--- src/rtl/ocp_pkg.sv ---
package ocp_pkg;
  typedef enum logic {
    OCP_LATCH = 1'b0,
    OCP_CYCLE = 1'b1
  } ocp_mode_e;

  localparam int unsigned SLEW_CODES = 4;
endpackage

--- src/rtl/ocp_sync.sv ---
module ocp_sync #(
  parameter int unsigned WIDTH  = 2,
  parameter int unsigned STAGES = 2
) (
  input  logic             clk,
  input  logic             rst,
  input  logic [WIDTH-1:0] d,
  output logic [WIDTH-1:0] q
);
  logic [WIDTH-1:0] chain [STAGES];

  genvar s;
  generate
    for (s = 0; s < STAGES; s++) begin : g_stage
      if (s == 0) begin : g_first
        always_ff @(posedge clk) begin
          if (rst) chain[0] <= '0;
          else     chain[0] <= d;
        end
      end else begin : g_next
        always_ff @(posedge clk) begin
          if (rst) chain[s] <= '0;
          else     chain[s] <= chain[s-1];
        end
      end
    end
  endgenerate

  assign q = chain[STAGES-1];
endmodule

--- src/rtl/ocp_blank_timer.sv ---
module ocp_blank_timer #(
  parameter int unsigned BLANK_L0 = 20,
  parameter int unsigned BLANK_L1 = 14,
  parameter int unsigned BLANK_L2 = 9,
  parameter int unsigned BLANK_L3 = 5
) (
  input  logic       clk,
  input  logic       rst,
  input  logic       rise,
  input  logic       gate_on,
  input  logic [1:0] slew_code,
  output logic       masked
);
  localparam int unsigned MAX_A   = (BLANK_L0 > BLANK_L1) ? BLANK_L0 : BLANK_L1;
  localparam int unsigned MAX_B   = (BLANK_L2 > BLANK_L3) ? BLANK_L2 : BLANK_L3;
  localparam int unsigned MAX_LEN = (MAX_A > MAX_B) ? MAX_A : MAX_B;
  localparam int unsigned CW      = $clog2(MAX_LEN + 1);

  logic [1:0]    slew_q;
  logic [CW-1:0] cnt;
  logic [CW-1:0] len_sel;

  always_ff @(posedge clk) begin
    if (rst)           slew_q <= 2'd0;
    else if (!gate_on) slew_q <= slew_code;
  end

  always_comb begin
    case (slew_q)
      2'd0:    len_sel = CW'(BLANK_L0);
      2'd1:    len_sel = CW'(BLANK_L1);
      2'd2:    len_sel = CW'(BLANK_L2);
      default: len_sel = CW'(BLANK_L3);
    endcase
  end

  always_ff @(posedge clk) begin
    if (rst)            cnt <= '0;
    else if (rise)      cnt <= len_sel - CW'(1);
    else if (cnt != '0) cnt <= cnt - CW'(1);
  end

  assign masked = rise | (cnt != '0);

  initial begin
    AST_BLANK_NONZERO: assert (BLANK_L0 >= 1 && BLANK_L1 >= 1 && BLANK_L2 >= 1 && BLANK_L3 >= 1);
  end

  AST_SLEW_FROZEN: assert property (@(posedge clk) disable iff (rst)
    gate_on |=> $stable(slew_q));
endmodule

--- src/rtl/ocp_low_timer.sv ---
module ocp_low_timer #(
  parameter int unsigned LOW_CYCLES = 43750
) (
  input  logic clk,
  input  logic rst,
  input  logic pwm_s,
  output logic low_done
);
  localparam int unsigned LW = $clog2(LOW_CYCLES + 1);

  logic [LW-1:0] low_cnt;

  always_ff @(posedge clk) begin
    if (rst || pwm_s)                  low_cnt <= '0;
    else if (low_cnt != LW'(LOW_CYCLES)) low_cnt <= low_cnt + LW'(1);
  end

  assign low_done = !pwm_s && (low_cnt >= LW'(LOW_CYCLES - 1));

  AST_LOW_NEEDS_LOW: assert property (@(posedge clk) disable iff (rst)
    low_done |-> ($past(pwm_s) == 1'b0) || (LOW_CYCLES <= 1));
endmodule

--- src/rtl/ocp_fault_ctrl.sv ---
module ocp_fault_ctrl
  import ocp_pkg::*;
(
  input  logic      clk,
  input  logic      rst,
  input  logic      pwm_s,
  input  logic      oc_s,
  input  logic      masked,
  input  logic      low_done,
  input  ocp_mode_e mode,
  output logic      gate_q,
  output logic      fault_q
);
  logic trip;

  assign trip = pwm_s & oc_s & !masked & !fault_q;

  always_ff @(posedge clk) begin
    if (rst) begin
      fault_q <= 1'b0;
    end else if (trip) begin
      fault_q <= 1'b1;
    end else if (fault_q) begin
      if (mode == OCP_CYCLE && !pwm_s)     fault_q <= 1'b0;
      else if (mode == OCP_LATCH && low_done) fault_q <= 1'b0;
    end
  end

  always_ff @(posedge clk) begin
    if (rst) gate_q <= 1'b0;
    else     gate_q <= pwm_s & !fault_q & !trip;
  end

  AST_TRIP_GATE_OFF: assert property (@(posedge clk) disable iff (rst)
    trip |=> (!gate_q && fault_q));
  AST_BLANK_NO_TRIP: assert property (@(posedge clk) disable iff (rst)
    (!fault_q && masked) |=> !fault_q);
  AST_LATCH_HOLD: assert property (@(posedge clk) disable iff (rst)
    (fault_q && mode == OCP_LATCH && !low_done) |=> (fault_q && !gate_q));
  AST_LATCH_CLEAR: assert property (@(posedge clk) disable iff (rst)
    (fault_q && mode == OCP_LATCH && low_done) |=> !fault_q);
  AST_CBC_RELEASE: assert property (@(posedge clk) disable iff (rst)
    (fault_q && mode == OCP_CYCLE && !pwm_s) |=> !fault_q);
  AST_GATE_FAULT_EXCL: assert property (@(posedge clk) disable iff (rst)
    !(gate_q && fault_q));
endmodule

--- src/rtl/ocp_gate_guard.sv ---
module ocp_gate_guard
  import ocp_pkg::*;
#(
  parameter int unsigned SYNC_STAGES = 2,
  parameter int unsigned BLANK_L0    = 20,
  parameter int unsigned BLANK_L1    = 14,
  parameter int unsigned BLANK_L2    = 9,
  parameter int unsigned BLANK_L3    = 5,
  parameter int unsigned LOW_CYCLES  = 43750
) (
  input  logic       clk,
  input  logic       rst,
  input  logic       pwm_in,
  input  logic       oc_in,
  input  logic       mode_sel,
  input  logic [1:0] slew_sel,
  output logic       gate_en,
  output logic       fault
);
  logic [1:0] raw_in;
  logic [1:0] sync_out;
  logic       pwm_s;
  logic       oc_s;
  logic       pwm_d;
  logic       rise;
  logic       masked;
  logic       low_done;
  logic       gate_q;
  logic       fault_q;
  ocp_mode_e  mode;

  assign raw_in = {oc_in, pwm_in};
  assign mode   = ocp_mode_e'(mode_sel);

  ocp_sync #(.WIDTH(2), .STAGES(SYNC_STAGES)) u_sync (
    .clk (clk),
    .rst (rst),
    .d   (raw_in),
    .q   (sync_out)
  );

  assign pwm_s = sync_out[0];
  assign oc_s  = sync_out[1];

  always_ff @(posedge clk) begin
    if (rst) pwm_d <= 1'b0;
    else     pwm_d <= pwm_s;
  end

  assign rise = pwm_s & !pwm_d;

  ocp_blank_timer #(
    .BLANK_L0 (BLANK_L0),
    .BLANK_L1 (BLANK_L1),
    .BLANK_L2 (BLANK_L2),
    .BLANK_L3 (BLANK_L3)
  ) u_blank (
    .clk       (clk),
    .rst       (rst),
    .rise      (rise),
    .gate_on   (gate_q),
    .slew_code (slew_sel),
    .masked    (masked)
  );

  ocp_low_timer #(.LOW_CYCLES(LOW_CYCLES)) u_low (
    .clk      (clk),
    .rst      (rst),
    .pwm_s    (pwm_s),
    .low_done (low_done)
  );

  ocp_fault_ctrl u_fault (
    .clk      (clk),
    .rst      (rst),
    .pwm_s    (pwm_s),
    .oc_s     (oc_s),
    .masked   (masked),
    .low_done (low_done),
    .mode     (mode),
    .gate_q   (gate_q),
    .fault_q  (fault_q)
  );

  assign gate_en = gate_q;
  assign fault   = fault_q;

  AST_GATE_NEEDS_CMD: assert property (@(posedge clk) disable iff (rst)
    gate_en |-> $past(pwm_s));
endmodule

--- config.mk ---
export PLATFORM = sky130hd
export DESIGN_NAME = ocp_gate_guard
export DESIGN_NICKNAME = d
export VERILOG_FILES = /design/src/rtl/ocp_pkg.sv /design/src/rtl/ocp_sync.sv /design/src/rtl/ocp_blank_timer.sv /design/src/rtl/ocp_low_timer.sv /design/src/rtl/ocp_fault_ctrl.sv /design/src/rtl/ocp_gate_guard.sv
export SDC_FILE = /design/constraint.sdc
export NUM_CORES = 1
export LEC_CHECK = 0
export BUFFER_PORTS_ARGS = -buffer_cell sky130_fd_sc_hd__buf_2
export CAP_MARGIN = 20
export CORE_MARGIN = 5
export CORE_UTILIZATION = 55
export CTS_BUF_LIST = sky130_fd_sc_hd__clkbuf_16
export CTS_CLUSTER_DIAMETER = 60
export DETAILED_ROUTE_END_ITERATION = 16
export HOLD_SLACK_MARGIN = 0.08
export MAX_ROUTING_LAYER = met4
export PLACE_DENSITY = 0.73
export SYNTH_ARGS = -nofsm -noshare
export SYNTH_HDL_FRONTEND = slang
export SYNTH_HIERARCHICAL = 1
export SYNTH_SLANG_ARGS = --single-unit
--- constraint.sdc ---
create_clock -name clk -period 2.2 [get_ports clk]
set_input_delay 0.22 -clock clk [delete_from_list [all_inputs] [get_ports clk]]
set_output_delay 0.22 -clock clk [all_outputs]
set_load 0.02 [all_outputs]
# Yosys cells after proc, flatten, opt, wreduce, memory -nomap -nowiden
# Memory sizes are Yosys's and may differ from the RTL's.
# Cells that the tools add are included.
[totals] in_bits=7 ff_bits=26 mem_bits_rw=4 output_inout_bits=2 n_memories=1 elab_cells=48
[classes] n_reduce_logical=12 muxes=12 n_bitwise=10 addsub=3 order_cmp=1 eq_ne=3
[mem_list] name="u_sync.chain" depth=2 width=2 rd=2 rd_clocked_by_memory_dff=0 write_ports=2 line="ocp_sync.sv:10" text="logic [WIDTH-1:0] chain [STAGES];"
[ops] op="$add 16x1->16 const B" count=1
[ops] op="$ge 16x16->1 const B" count=1
[ops] op="$ne 16x16->1 const B" count=1
[ops] op="$pmux 5 s3" count=1
[ops] op="$mux 5" count=2
[ops] op="$sub 5x1->5 const B" count=2
[ops] op="$mux 1" count=7
[ops] op="$and 1x1->1" count=6
[ops] op="$logic_not 1->1" count=5
[ops] op="$reduce_bool 5->1" count=1
[ops] op="$mux 2" count=2
[ops] op="$logic_and 1x1->1" count=3
[ops] op="$or 1x1->1" count=3
[ops] op="$eq 2x1->1 const B" count=1
[ops] op="$eq 2x2->1 const B" count=1
[ops] op="$logic_not 2->1" count=1
[ops] op="$reduce_bool 2->1" count=1
[ops] op="$logic_or 1x1->1" count=1
[ops] op="$not 1->1" count=1

# Depth between registers and ports, before layout
# Gate-level depths: netlist of run 1.
[depth] ltp_word=8 depth_mapped=9 mapped_depth_nobuf=9

# Modules after synthesis
# Netlist of run 1, hierarchy kept.
[by_module_without_submodules] mod="ocp_low_timer" area_per_inst_um2=859.6 cells_each=103 seq_area_each_um2=320.3 n_inst=1
[by_module_without_submodules] mod="ocp_blank_timer" area_per_inst_um2=417.9 cells_each=45 seq_area_each_um2=140.1 n_inst=1
[by_module_without_submodules] mod="ocp_sync" area_per_inst_um2=105.1 cells_each=8 seq_area_each_um2=80.1 n_inst=1
[by_module_without_submodules] mod="ocp_fault_ctrl" area_per_inst_um2=86.3 cells_each=8 seq_area_each_um2=40.0 n_inst=1
[by_module_without_submodules] mod="ocp_gate_guard" area_per_inst_um2=47.5 cells_each=3 seq_area_each_um2=20.0 n_inst=1

# Least setup slack after synthesis of run 1
# Ideal clock, no wire load.
[synth_path] path_kind="register to register" start="memory u_sync.chain[1][0]" end="register u_blank.cnt[4]" setup_time_ps=120 path_buffers=1 arrival_time_ps=1779 synth_period_minus_slack_ps=1899 stages_incl_launch_ff=9 required_time_ps=2080 path_slack_ps=301 path_cell_list="dfxtp_1 > nor2b_4 > buf_6 > or2_2 > nand2_1 > ha_1 > or4b_4 > a21oi_1 > nor3b_2"
[synth_rtl] item="from (decl)" line="ocp_sync.sv:10"
[synth_rtl] item="to (signal assigned)" line="ocp_blank_timer.sv:39" text="else if (rise) cnt <= len_sel - CW'(1);"
[synth_rtl] item="to (signal assigned)" line="ocp_blank_timer.sv:40" text="else if (cnt != '0) cnt <= cnt - CW'(1);"
[synth_rtl] item="to (decl)" line="ocp_blank_timer.sv:20" text="logic [CW-1:0] cnt;"

==> results of run 1 <==
==> cells in the mapped netlist (all sizes together) (2+ instances only) <==
library cell | count | share of area (%)
or3 | 5 | 2.6
ha | 9 | 7.4
mux2i | 5 | 3.3
xnor2 | 6 | 3.5
nand4 | 3 | 1.2
a21o | 3 | 1.7
clkbuf | 2 | 0.50
nor3 | 5 | 1.6
o311ai | 2 | 1.2
a31oi | 2 | 0.82
or2 | 3 | 1.2
or4b | 2 | 1.8
inv | 9 | 2.2
dfxtp | 30 | 40
nor2b | 7 | 3.9
a21oi | 9 | 3.0
nor2 | 18 | 4.5
nand2 | 10 | 2.5
nor4 | 4 | 1.6
o21ai | 8 | 2.6
a31o | 2 | 1.2
nand3 | 8 | 3.5
==> final cells by class <==
cell class | instances | area [um2]
repair buffers | 10 | 55.1
fillers | 233 | 960
inverters | 9 | 33.8
flip-flops and latches | 30 | 601
clock inverters | 2 | 33.8
multi-input cells | 125 | 863
clock buffers | 5 | 125
well taps | 31 | 38.8
==> routing by layer <==
metal  GRT usage, %  share of wire [%]
met1           17.6                 43
met3           6.12                3.4
met4           9.02                2.6
met2           28.9                 51
met5              -                  0
==> path summary, 6_finish.rpt <==
| check | endpoint |
|---|---|
| max | u_blank/cnt[4] |
| min | u_sync/chain[0][0] |
| max reg2reg | u_blank/cnt[4] |
| min reg2reg | u_sync/chain[1][0] |
==> per-stage QoR <==
stage | instances | worst slack [ps] | total power [mW] | hold slack (ps) | instance area, um2
finish | 212 | 104 | 1.61 | 160 | 1750
global route | 212 | 14.2 | 1.70 | 179 | 1750
CTS | 210 | 58.9 | 1.62 | 153 | 1740
detailed placement | 203 | 88.1 | 0.880 | 433 | 1580
global placement | 203 | 258 | 0.862 | 417 | 1580
floorplan | 167 | 301 | 0.820 | 284 | 1520
==> state kept, by name, summed over array words and instances, names as in the netlist <==
signal	cells
u_fault/gate_q	1
u_blank/cnt	5
u_sync/chain	4
u_blank/slew_q	2
pwm_d	1
u_low/low_cnt	16
u_fault/fault_q	1
==> logic make-up after synthesis <==
| group | Yosys count |
|---|---|
| AND/OR/NAND/NOR | 75 |
| flip-flops | 30 |
| AO/OA/AOI/OAI | 29 |
| buffers and inverters | 12 |
| adder cells (fa/ha/maj) | 9 |
| XOR/XNOR | 7 |
| multiplexers | 5 |
==> power by group through the flow <==
| stage | registers (mW) | logic [mW] | clock network (mW) |
|---|---|---|---|
| 2_1_floorplan | 0.628 | 0.192 | 0 |
| 3_3_place_gp | 0.637 | 0.225 | 0 |
| 3_5_place_dp | 0.639 | 0.241 | 0 |
| 4_1_cts | 0.628 | 0.245 | 0.750 |
| 5_1_grt | 0.634 | 0.277 | 0.792 |
| 6_report | 0.629 | 0.246 | 0.737 |
==> what timing repair did <==
action	in CTS	in global routing
setup buffers	0	2
gates resized for setup	0	0
endpoints found under the setup margin	0	1
==> impl_results.md, run 1 <==
- Status: completed
- Syn_area_per_cell: 9.08 um2
- Maximum capacitance violations: 0
- Synth Area in XOR/XNOR: 4.04%
- HPWL Detailed: 2.05 mm
- Final hold vios: 0
- Leakage: 0.631 nW
- Initial drt markers: 43
- CP max-delay cell: or4b_4
- R2r startpoint: u_sync/chain[1][0]
- Core Footprint: 0.00271 mm2
- Register area share after synthesis: 39.6%
- Syn Inst Count: 167
- Slew Viols, Final: 0
- Largest family of logic cells by synthesized area: simple AND/OR/NAND/NOR gates
- Synth Register Bits: 30
- Worst setup path startpoint: u_sync/chain[1][0]
- Post-synthesis mux area share: 3.30%
- Flop pwr share: 39.0%
- CP cell instances: nor2b_4 > mux2i_1 > ha_1 > or4b_4 > a21oi_1 > nor3b_2
- Post-Synth Simple-Gate Area: 30.2%
- Initial antenna violation count: 0
- Worst Path Buf+Inv: 0
- Total negative slack: 0 ps
- Pin slew with the least headroom to its limit: 537 ps
- Clk_skew: 2.54 ps
- Sw frac: 23.6%
- Post-Synth Adder-Cell Area: 7.43%
- Pwr Density: 921 mW/mm2
- Final critical-path share of the clock period: 95.3%
- Vias in the first global route: 1,204
- I/O Buffers: 8
- Diode count: 0
- Commonest non-fill, non-tap cell in the layout: dfxtp_1
- Worst setup EP type: flop
- Setup slack, reg-to-reg: 100 ps
- DRC viols: 0
- H-tree depth: 2
- Family with the most delay on the worst path: simple AND/OR/NAND/NOR gates
- Clock share of power: 45.7%
- Root buf cell: clkbuf_16
- Antenna-violating nets left: 0
- CTS tree: built
- Final setup violation count: 0
- Num Clock Sinks: 30
- Area growth syn-to-layout: 15.4%
- DR vias: 1,220
- Clk buf depth: 2
- Synth Cell Area: 0.00152 mm2
- All-layer global routing usage: 17.3%
- Post-layout util: 64.6%
- Post-synth EDFFs: 0
- Detailed Route WL: 2.96 mm
- Arrival @ worst endpoint: 2250 ps
- Unrepaired setup endpoints after global routing: no
- I/O pins: 9
- Die H: 62.5 um
- Inserted Clock Buffers: 5
- Mapped Nets: 183
- Latest clock arrival within the worst-skew pair: 270 ps
- Layout cells sized above 1: 18.2%
- Hold path depth: 2
- Hold Crit Class: in -> reg
- Largest net degree at the start of global routing: 15
- Die X: 62.5 um
- Routed vias/inst: 5.75
- Startpoint types: flop
- Critical Path RT: 2360 ps
- Relative slew slack: 63.9%
- Psw: 0.381 mW
- Min-delay src: pwm_in
- Hold buffers post-CTS: 0
- Highest Clock Rate: 477 MHz
- Combinational share of power: 15.3%
- Grt ovf: 0
- Worst r2r path cells: 6
- Starting Density: 56.0%
- Final min period: 2100 ps
- Yosys warns: 6
- Final nets: 197
- Peak supply drop: 0.000754 V
- Placer Congestion: 0.828
- Num rows: 19
- Die ar.: 0.00391 mm2
- Setup CP Type: reg -> reg
- Clk slew on worst S/H paths: 50 ps
- Dominant synthesized flop cell: dfxtp_1
- First-pass GRT wire length: 5.30 mm
- CP Max Fanout: 8
- Most frequent cells in the layout: dfxtp_1, nor2_1, nand2_1
- Ys async rst share: 0%
- Wire per inst: 13.9 um
- Post-synthesis compound-gate area fraction: 12.0%
- Pre-antenna DRT Iters: 4
- Post-synth cell types: 42
- Internal: 1.23 mW
- Cell depth of the worst setup path: 6
- Max stage delay on crit path: 480 ps
Power figures use the tool's default switching activity.
==> run 2, diff against run 1 <==
Settings changed: REMOVE_ABC_BUFFERS set to 1.
==> run 2 against run 1 <==
Combinational power is 3% lower. Global-route usage shrank 1.0 points. Sequential power is essentially flat. Hold slack lost 2.0 ps. Clock-buffer cell count unchanged. Non-clock buffer count fell by 2. First-iteration DRC count is 44% higher. Register-to-register slack gained 70 ps. Sequential cell count unchanged. Core utilization grew 0.55 points. Die area unchanged. Clock power grew 18%.
==> impl_results.md, run 2 (synthesis results as in run 1) <==
- Hold WS: 158 ps
- Register area: 601 um2
- H-tree depth: 2
- Setup slack, reg-to-reg: 170 ps
- Setup CP Type: reg -> reg
- Final Worst Setup Slack: 175 ps
- Area growth syn-to-layout: 16.4%
- Routed vias/inst: 5.74
- Largest regs: u_low/low_cnt (16), u_blank/cnt (5), u_sync/chain (4)
- Diode count: 0
- Wire per inst: 13.4 um
- Post-layout util: 65.1%
- Placer Congestion: 0.797
- Num Clock Sinks: 30
- Final nets: 195
- Max reg flops: 16
- Max stage delay on crit path: 470 ps
- Register bank with the most flops: u_low/low_cnt
- Final setup violation count: 0
- Starting Density: 56.0%
- CTS tree: built
- Grt ovf: 0
- Die H: 62.5 um
- Post-CTS resize count: 0
- Peak supply drop: 0.000908 V
- Placed instance count: 203
- DRC viols: 0
- Startpoint types: flop
- Antenna-violating nets left: 0
- Core Footprint: 0.00271 mm2
- Die X: 62.5 um
- Leakage: 0.634 nW
- Hold Crit Class: in -> reg
- Total power: 1.74 mW
- Clk buf depth: 2
- Layout cells sized above 1: 17.8%
- Relative slew slack: 62.7%
- Inserted Clock Buffers: 5
- I/O Buffers: 8
- Postcts setup bufs: 0
- Clk slew on worst S/H paths: 50 ps
- Worst Path Buf+Inv: 0
- HPWL Detailed: 1.96 mm
- CP cell instances: nor2b_4 > mux2i_1 > ha_1 > or4b_4 > a21oi_1 > nor3b_2
- Arrival @ worst endpoint: 2190 ps
- I/O pins: 9
- Clk_skew: 2.64 ps
- Initial antenna violation count: 0
- Finished Layout Cells: 211
- Initial drt markers: 62
- Hold buffers post-CTS: 0
- Final min period: 2030 ps
- Design Area, Final: 0.00177 mm2
- Cell Area, Placed: 0.00158 mm2
- Pin slew with the least headroom to its limit: 555 ps
- Largest net degree at the start of global routing: 15
- Unrepaired setup endpoints after global routing: no
- Final critical-path share of the clock period: 92.1%
- Root buf cell: clkbuf_16
- Latest clock arrival within the worst-skew pair: 270 ps
- Status: completed
- First-pass GRT wire length: 4.98 mm
- Placement Setup Slack: 201 ps
- Critical Path RT: 2360 ps
- Maximum capacitance violations: 0
- Most frequent cells in the layout: dfxtp_1, nor2_1, nand2_1
- Commonest non-fill, non-tap cell in the layout: dfxtp_1
- Worst setup EP type: flop
- Detailed Route WL: 2.82 mm
- Family with the most delay on the worst path: simple AND/OR/NAND/NOR gates
- Slew Viols, Final: 0
- Total negative slack: 0 ps
- CP max-delay cell: or4b_4
- Vias in the first global route: 1,166
- Pwr Density: 984 mW/mm2
- Die ar.: 0.00391 mm2
- Multi-input logic area: 863 um2
- Final hold vios: 0
- Fillers: 237
- All-layer global routing usage: 16.3%
- Highest Clock Rate: 494 MHz
- CP Max Fanout: 10
- DR vias: 1,211
- Num rows: 19
- Pre-antenna DRT Iters: 4
[run 2: report_power, final]
part	switching (mW)	internal [mW]	total (mW)	leakage [nW]
combinational	0.124	0.115	0.239	0.298
sequential	0.0367	0.591	0.628	0.245
clock	0.227	0.643	0.870	0.0915
[run 2: layout make-up]
cell class / instances / share of cell area (%)
Multi-Input combinational cell: 125 / 48.9
Sequential cell: 30 / 34.0
Clock buffer: 5 / 7.09
Clock inverter: 3 / 3.61
Timing Repair Buffer: 8 / 2.27
Tap cell: 31 / 2.20
Inverter: 9 / 1.91
[run 2: worst register-to-register path, delay by kind of cell (launching register included)]
family | cells | cell delay (ps)
simple gates | 3 | 850
flops | 1 | 430
fa+ha+maj | 1 | 220
mux | 1 | 220
compound gates | 1 | 190
[run 2: worst paths after layout]
path                                    startpoint                  to  depth (start not counted)
worst max-delay path            u_sync/chain[1][0]      u_blank/cnt[4]                          6
worst min-delay path                         oc_in  u_sync/chain[0][1]                          2
worst max register to register  u_sync/chain[1][0]      u_blank/cnt[4]                          6
worst min register to register  u_sync/chain[0][0]  u_sync/chain[1][0]                          1
[run 2: layer usage]
layer / share of wire [%] / vias to the layer above / GRT usage [%]
met4: 1.0 / 0 / 7.43
met2: 46 / 25 / 24.6
met1: 49 / 566 / 19.2
met5: 0 / - / -
li1: - / 616 / -
met3: 3.6 / 4 / 5.94
==> run 3, diff against run 2 <==
Settings changed: SYNTH_HIERARCHICAL 1 to not set.
==> run 3 against run 2 <==
Via count fell by 6.4%. Global-route usage rose by 1.8 points. Combinational power rose by 10%. Sequential share of layout area rose by 0.79 points. Non-clock buffer count rose by 1. Core utilization rose by 3.3 points. Die area fell by 2.7%. Clock power barely moved. Largest power group unchanged.
==> impl_results.md, run 3 <==
- Most area-consuming cells after synthesis: dfxtp_1, ha_1, nor2_1
- Yosys warns: 0
- Final critical-path share of the clock period: 74.7%
- Worst setup path startpoint: u_low.low_cnt[2]
- Pwr Density: 1030 mW/mm2
- Die ar.: 0.00380 mm2
- Clk slew on worst S/H paths: 50 ps
- Unrepaired setup endpoints after global routing: no
- Total negative slack: 0 ps
- FF-to-FF End: u_low.low_cnt[13]
- Placed instance count: 196
- Setup slack, reg-to-reg: 560 ps
- Wire per inst: 13.4 um
- Cell Area, Placed: 0.00154 mm2
- Placer Congestion: 0.791
- Setup CP Type: reg -> reg
- I/O pins: 9
- H-tree depth: 2
- Hold Crit Class: in -> reg
- Peak supply drop: 0.000763 V
- CTS tree: built
- Cell taking the most area after synthesis: dfxtp_1
- Pin slew with the least headroom to its limit: 476 ps
- Max reg flops: 16
- CP Max Fanout: 8
- Syn_area_per_cell: 9.12 um2
- Hold path depth: 2
- Final Worst Setup Slack: 557 ps
- Postcts setup bufs: 0
- Family with the most delay on the worst path: simple AND/OR/NAND/NOR gates
- Die X: 61.7 um
- Finished Layout Cells: 204
- Diode count: 0
- Antenna-violating nets left: 0
- All-layer global routing usage: 18.1%
- Syn Inst Count: 161
- Cell depth of the worst setup path: 4
- Largest net degree at the start of global routing: 15
- Final min period: 1640 ps
- Max stage delay on crit path: 430 ps
- Synth Cell Area: 0.00147 mm2
- Layout cells sized above 1: 12.6%
- Startpoint types: flop
- Hold buffers post-CTS: 0
- Final hold vios: 0
- Post-synth EDFFs: 0
- CP cell instances: nand3_2 > or3_4 > or4_1 > a21oi_1
- Initial drt markers: 37
- Starting Density: 58.2%
- Detailed Route WL: 2.74 mm
- Latest clock arrival within the worst-skew pair: 270 ps
- Clk_skew: 3.30 ps
- Slew Viols, Final: 0
- Synth top area share: 40.9%
- Worst r2r path cells: 4
- Die H: 61.7 um
- Core Footprint: 0.00252 mm2
- Clk buf depth: 2
- Commonest cells in the netlist: dfxtp_1, nor2_1, ha_1, xnor2_1, inv_1
- Critical Path RT: 2400 ps
- Largest regs: u_low.low_cnt (16), u_blank.cnt (5), u_sync.chain (4)
- Fillers: 203
- DR vias: 1,134
- Dominant synthesized flop cell: dfxtp_1
- HPWL Detailed: 1.95 mm
- Post-CTS resize count: 0
- DRC viols: 0
- Maximum capacitance violations: 0
- Relative slew slack: 67.8%
- Most frequent cells in the layout: dfxtp_1, nor2_1, xnor2_1, ha_1
- Register area share after synthesis: 40.9%
- CP max-delay cell: dfxtp_1
- Routed vias/inst: 5.56
- Final setup violation count: 0
- Commonest non-fill, non-tap cell in the layout: dfxtp_1
- Area growth syn-to-layout: 17.6%
- Worst setup EP type: flop
- Register bank with the most flops: u_low.low_cnt
- Vias in the first global route: 1,127
- Hold endpoint: u_sync.chain[0][0]
- Leakage: 0.644 nW
- Ys async rst share: 0%
- R2r startpoint: u_low.low_cnt[2]
- Grt ovf: 0
- Placement Setup Slack: 564 ps
- First-pass GRT wire length: 4.82 mm
- Status: completed
- Design Area, Final: 0.00173 mm2
- Synth Register Bits: 30
- Arrival @ worst endpoint: 1850 ps
- Highest Clock Rate: 609 MHz
- Worst Path Buf+Inv: 0
- Post-synth cell types: 38
- Initial antenna violation count: 0
- Root buf cell: clkbuf_16
- Post-layout util: 68.4%
- Pre-antenna DRT Iters: 4
- Min-delay src: pwm_in
- Num Clock Sinks: 30
- I/O Buffers: 8
- Inserted Clock Buffers: 5
- Num rows: 18
- Final nets: 189
- Most frequent cell after synthesis: dfxtp_1
[run 3: cell types whose count changed in the layout (fill, tap and decap cells not counted), sizes merged, moves of 3 or more]
cell,delta
nor2,+4
a21oi,-4
xnor2,+3
nand2,-3
nand3,-3
[run 3: where the power goes]
part           switching, mW  internal, mW
logic                  0.145         0.117
clock network          0.229         0.643
registers             0.0468         0.600
total                  0.421          1.36
[run 3: cell families after synthesis]
| kind of cell | share of synthesized area, % |
|---|---|
| AOI/OAI and AO/OA | 10.3 |
| and+or+nand+nor | 26.6 |
| DFF | 40.9 |
| buffers and inverters | 3.15 |
| adders and majority gates | 7.67 |
| xor gates and xnor gates | 6.56 |
| muxes | 4.77 |
[run 3: worst register-to-register path, cell delays in order, from the launching register on]
cell and delay, ps:
dfxtp_1 430, nand3_2 190, or3_4 390, or4_1 410
a21oi_1 150
[run 3: layer usage]
| metal | GRT usage, % | wire length (um) |
|---|---|---|
| met1 | 21.8 | 1300 |
| met2 | 27.4 | 1310 |
| met3 | 5.66 | 106 |
| met4 | 8.18 | 23 |
| met5 | - | 0 |
[run 3: worst max path at each step]
stage | endpoint
after CTS | u_low.low_cnt[13]
after floorplan | u_blank.cnt[4]
final | u_low.low_cnt[13]
after global routing | u_blank.cnt[4]
after detailed placement | u_low.low_cnt[14]
after global placement | u_low.low_cnt[13]
[run 3: layout make-up]
cell class              instances  area, um2  share of cell area, %
well taps                      30       37.5                   2.18
clock buffers                   5        125                   7.25
flip-flops and latches         30        601                   34.8
multi-input cells             119        821                   47.6
clock inverters                 3       63.8                   3.70
repair buffers                  9       47.5                   2.76
inverters                       8       30.0                   1.74
[run 3: per-stage QoR]
| step | hold slack, ps | power (mW) |
|---|---|---|
| final | 160 | 1.78 |
| after global routing | 180 | 1.88 |
| after CTS | 162 | 1.79 |
| after detailed placement | 433 | 0.908 |
| after global placement | 418 | 0.894 |
| after floorplan | 292 | 0.847 |
